<file path="config.mk">
export PLATFORM = sky130hd
export DESIGN_NAME = ext_irq_cond
export DESIGN_NICKNAME = d
export VERILOG_FILES = /design/src/rtl/ext_irq_cond.sv
export SDC_FILE = /design/constraint.sdc
export NUM_CORES = 1
export LEC_CHECK = 0
export ABC_AREA = 1
export CORE_MARGIN = 8
export CORE_UTILIZATION = 45
export CTS_BUF_LIST = sky130_fd_sc_hd__clkbuf_4 sky130_fd_sc_hd__clkbuf_8 sky130_fd_sc_hd__clkbuf_16
export DETAILED_ROUTE_END_ITERATION = 16
export PLACE_DENSITY = 0.84
export SLEW_MARGIN = 10
export SYNTH_ARGS = -nofsm -noshare
export SYNTH_HDL_FRONTEND = slang
export SYNTH_SLANG_ARGS = --single-unit
</file>
<file path="constraint.sdc">
create_clock -name clk -period 2.1 [get_ports clk]
set_input_delay 0.42 -clock clk [delete_from_list [all_inputs] [get_ports clk]]
set_output_delay 0.42 -clock clk [all_outputs]
set_load 0.03 [all_outputs]
</file>
<file path="src/rtl/ext_irq_cond.sv">
module ext_irq_cond #(
  parameter int FLT_DEPTH = 3
) (
  input  logic       clk,
  input  logic       rst_n,
  input  logic       pin_i,
  input  logic       stb_div8_i,
  input  logic       stb_div32_i,
  input  logic       stb_fast_i,
  input  logic       slow_clk_i,
  input  logic [1:0] flt_sel_i,
  input  logic [1:0] pol_i,
  input  logic       tim_sel_i,
  input  logic [1:0] cnt_src_i,
  input  logic       src_sel_i,
  input  logic       flag_clr_i,
  output logic       irq_pulse_o,
  output logic       irq_flag_o,
  output logic       pin_raw_o
);

  logic                 s1, s2;
  logic [1:0]           wc;
  logic [FLT_DEPTH-1:0] hist, hist_n;
  logic                 flt, flt_n;
  logic                 slow_q, pend, req_q, flag_q;
  logic                 smp_stb, cs;

  wire warm   = (wc != 2'd2);
  wire flt_on = (flt_sel_i != 2'b00);
  wire defer  = !src_sel_i && !flt_on && !tim_sel_i;

  always_comb begin
    case (flt_sel_i)
      2'b01:   smp_stb = 1'b1;
      2'b10:   smp_stb = stb_div8_i;
      2'b11:   smp_stb = stb_div32_i;
      default: smp_stb = 1'b0;
    endcase
    case (cnt_src_i)
      2'b00:   cs = 1'b1;
      2'b01:   cs = stb_div8_i;
      2'b10:   cs = stb_div32_i;
      default: cs = stb_fast_i;
    endcase
  end

  assign hist_n = {hist[FLT_DEPTH-2:0], s2};

  always_comb begin
    flt_n = flt;
    if (!flt_on)                         flt_n = s2;
    else if (smp_stb && (&hist_n))       flt_n = 1'b1;
    else if (smp_stb && !(|hist_n))      flt_n = 1'b0;
  end

  function automatic logic pick(input logic [1:0] p, input logic r, input logic f);
    case (p)
      2'b00:   pick = r;
      2'b01:   pick = f;
      2'b10:   pick = r | f;
      default: pick = 1'b0;
    endcase
  endfunction

  wire pin_hit  = !warm && pick(pol_i, !flt && flt_n, flt && !flt_n);
  wire slow_hit = !warm && pick(pol_i, !slow_q && slow_clk_i, slow_q && !slow_clk_i);
  wire fire     = src_sel_i ? slow_hit :
                  defer     ? ((pend | pin_hit) & cs) : pin_hit;

  always_ff @(posedge clk or negedge rst_n) begin
    if (!rst_n) begin
      s1 <= 1'b0;
      s2 <= 1'b0;
      wc <= 2'd0;
    end else begin
      s1 <= pin_i;
      s2 <= s1;
      if (warm) wc <= wc + 2'd1;
    end
  end

  always_ff @(posedge clk or negedge rst_n) begin
    if (!rst_n) begin
      hist   <= '0;
      flt    <= 1'b0;
      slow_q <= 1'b0;
    end else begin
      slow_q <= slow_clk_i;
      if (warm) begin
        hist <= {FLT_DEPTH{s1}};
        flt  <= s1;
      end else begin
        flt <= flt_n;
        if (!flt_on)      hist <= {FLT_DEPTH{s2}};
        else if (smp_stb) hist <= hist_n;
      end
    end
  end

  always_ff @(posedge clk or negedge rst_n) begin
    if (!rst_n) begin
      pend   <= 1'b0;
      req_q  <= 1'b0;
      flag_q <= 1'b0;
    end else begin
      pend   <= defer ? ((pend | pin_hit) & ~cs) : 1'b0;
      req_q  <= fire;
      flag_q <= (flag_q & ~flag_clr_i) | fire;
    end
  end

  assign irq_pulse_o = req_q;
  assign irq_flag_o  = flag_q;
  assign pin_raw_o   = s2;

  AST_RAW_DELAY: assert property (@(posedge clk) disable iff (!rst_n)
    (wc == 2'd2) |-> (pin_raw_o == $past(pin_i, 2)));
  AST_FLT_HOLD: assert property (@(posedge clk) disable iff (!rst_n)
    (!warm && flt_on && !smp_stb) |=> $stable(flt));
  AST_RSVD_POL: assert property (@(posedge clk) disable iff (!rst_n)
    (pol_i == 2'b11) |=> !irq_pulse_o);
  AST_DEFER_ALIGN: assert property (@(posedge clk) disable iff (!rst_n)
    (defer && !cs) |=> !irq_pulse_o);
  AST_FLT_ALIGN: assert property (@(posedge clk) disable iff (!rst_n)
    (!src_sel_i && flt_on && !smp_stb) |=> !irq_pulse_o);
  AST_FLAG_SET: assert property (@(posedge clk) disable iff (!rst_n)
    irq_pulse_o |-> irq_flag_o);
  AST_FLAG_HOLD: assert property (@(posedge clk) disable iff (!rst_n)
    (irq_flag_o && !flag_clr_i) |=> irq_flag_o);

endmodule

</file>
==> impl_metrics.csv <==
group,metric,value,unit
outcome,outcome,"finished, final reports clean",
timing,maxSlewViolCount,0,
critical_path,path_max_fanout,4,
synth,synth_seq_area_share,0.406,
place,io_buffers,18,
timing,period_share,0.853,
synth,synth_nets,106,
floorplanning,core-area,1450,sq um
synth,ys_ff_latch,11,
route,drt_iter0_markers,14,
route,dr_total_vias,634,
cts,numCtsBuffers,3,
floorplanning,dieWidth,54.8,um
synth,synth_warnings,0,
place,dp.final_hpwl,1220,um
final_layout,antennaDiodeCount,0,
cts,cts_hold_buf,0,
route,via_per_inst,4.99,
cts,clockRootBuffer,"clkbuf_4",
timing,fmax,558,MHz
route,wl_met1,605,um
synth,syn_inst,86,
worst_hold_path,hold_path_end,"pin_raw_o",
worst_hold_path,hp-start,"s1",
synth,synth_top_cell_area_share,0.406,
timing,tightest_slew,0.473,ns
timing,finalSetupTns,0,ns
grt,grt_usage,0.110,
final_layout,layout_commonest_cell,"nand2_1",
synth,synth_area,678,sq um
timing,period_minus_slack,1.79,ns
cts,cts_buffer_depth,2,
floorplanning,die_y,54.8,um
power_and_ir_drop,intPower,395,uW
grt,grt_pass1_wl,2420,um
timing,setup_viol,0,
floorplanning,num_rows,14,
route,wl_met3,81,um
route,wl_met2,785,um
final_layout,layout.nets,132,
cts,cts_tree,"yes",
job,max_cap_viol_count,0,
timing,maxSlewHeadroom,0.683,
synth,synthTopCellsByArea,"dfrtp_1 (41%), nand2_1 (12%), ha_1 (7.4%), inv_1 (7.2%), nand3_1 (5.9%)",
timing,hold_viol,0,
final_layout,area_delta_synth_final,39.3,%
critical_path,reg2reg_slack,0.31,ns
power_and_ir_drop,power.total,563,uW
timing,fin_skew,0.00122,ns
cts,worstSkewPairLatency,0.26,ns
route,drc,0,
power_and_ir_drop,vdd_drop_max,0.553,mV
power_and_ir_drop,clkPwrFrac,0.273,
worst_hold_path,hp-class,"reg -> reg",
synth,yosys.cell_types.count,23,
power_and_ir_drop,p_sw,168,uW
critical_path,reg2reg_depth,12,
power_and_ir_drop,leakage,0.000493,uW
critical_path,worstSetupEndpointType,"flip-flop",
floorplanning,initial_utilization,0.466,
final_layout,drive_above_1_share,0.198,
route,top_layer_used,"met4",
grt,grt_overflow,0,
synth,synth_top_area_cell,"dfrtp_1",
route,wl_per_cell,11.7,um
power_and_ir_drop,seqPwrFrac,0.432,
critical_path,critPathLaunchType,"flip-flop",
synth,syn_avg_cell_area,7.89,sq um
grt,first_global_vias,608,
cts,htree_levels,1,
cts,clkSinkCount,11,
grt,antenna_found_initial,0,
route,final_antenna_net_count,0,
cts,clk_pin_slew_worst_paths,0.07,ns
critical_path,critPathArrivalTime,1.99,ns
cts,cts_setup_buffers,0,
grt,grt_max_degree,12,
critical_path,worstPathRequired,2.30,ns
final_layout,layout_common_cells,"nand2_1 (18), clkdlybuf4s50_1 (14), inv_1 (12)",
worst_hold_path,whs_path_depth,0,
critical_path,worstSetupPathType,"reg -> reg",
place,place_congestion,0.793,
power_and_ir_drop,p_sw_frac,0.298,
floorplanning,ios,19,
power_and_ir_drop,p_comb_frac,0.296,
floorplanning,dieArea,3010,sq um
power_and_ir_drop,cellPowerDensity,596,nW/um^2
route,totalWireLength,1490,um
route,firstDrtPassIters,4,
critical_path,r2r_end,"irq_flag_o",
critical_path,rr_startpoint,"hist[0]",
timing,rsz0062_at_grt,"no",
==> worst max path at each step <==
stage,depth (start not counted),from,slack (ns),end
finish,12,hist[0],0.31,irq_flag_o
global placement,14,flt_sel_i[1],-0.21,irq_pulse_o
global route,12,pin_raw_o,0.13,irq_flag_o
floorplan,12,pin_raw_o,0.33,irq_flag_o
detailed placement,14,flt_sel_i[1],-0.25,irq_flag_o
CTS,14,flt_sel_i[1],0.04,irq_flag_o
==> cells by family after synthesis <==
family | share of synthesized area
and+or+nand+nor | 0.303
buffers and inverters | 0.0996
DFF | 0.406
AOI/OAI and AO/OA | 0.105
adders and majority gates | 0.0738
xor gates and xnor gates | 0.0129
==> worst max-delay path, cell delays in order, from the launching register on <==
cell	delay, ns
dfrtp_1	0.43
nor3_1	0.20
nand2_1	0.09
nand2_2	0.09
nand2_2	0.06
ha_1	0.27
o31ai_1	0.18
inv_1	0.07
nand2_2	0.07
nand2_2	0.07
nand2_2	0.08
nand2_2	0.06
nand3_2	0.05
==> sequential cells by signal, indices dropped and copies added, names as in the netlist <==
register	flops
irq_pulse_o	1
wc	2
hist	2
pend	1
slow_q	1
pin_raw_o	1
s1	1
flt	1
irq_flag_o	1
==> power groups by stage <==
stage                     clock network [uW]  registers, uW  logic (uW)
after detailed placement                   0            246         163
after global routing                     172            245         187
after CTS                                158            242         164
after global placement                     0            245         158
final                                    153            243         166
after floorplan                            0            262        71.8
==> through the flow <==
stage | setup slack (ns) | area [sq um] | hold WS (ns) | cells | utilization
after floorplan | 0.328 | 678 | 0.124 | 86 | -
after detailed placement | -0.247 | 897 | 0.366 | 123 | 0.617
after CTS | 0.0376 | 927 | 0.384 | 127 | 0.638
after global placement | -0.207 | 897 | 0.362 | 123 | 0.617
final | 0.309 | 945 | 0.379 | 127 | 0.650
after global routing | 0.125 | 945 | 0.398 | 127 | 0.650
==> metal layers <==
| layer | vias to the layer above | GRT usage |
|---|---|---|
| li1 | 329 | - |
| met1 | 284 | 0.115 |
| met2 | 19 | 0.189 |
| met3 | 2 | 0.0353 |
| met4 | 0 | 0.0615 |
| met5 | - | 0 |
==> cells in the mapped netlist <==
cell,number
buf_6,1
o311ai_0,1
o211ai_1,1
nor2_1,5
o21ai_0,3
nand3_2,1
inv_1,13
nor3_2,1
nand2_1,21
a21oi_2,1
nand2_2,4
ha_1,4
nor2_2,1
a21boi_2,1
nor3_1,2
nand3_1,8
o31ai_1,1
nand4_1,1
inv_2,1
a31oi_1,2
dfrtp_1,11
clkinv_1,1
xnor2_1,1
==> what timing repair did <==
item                                    CTS  global route
hold endpoints to repair                  0             0
gates resized for setup                   0             8
endpoints found under the setup margin    0             3
==> final cells by class <==
class / count / area [sq um]
Inverter: 15 / 56.3
Multi-Input combinational cell: 59 / 343
Clock buffer: 4 / 30.0
Timing Repair Buffer: 22 / 220
Fill cell: 133 / 509
Sequential cell: 11 / 275
Tap cell: 16 / 20.0
(Power assumes the default switching activity.)
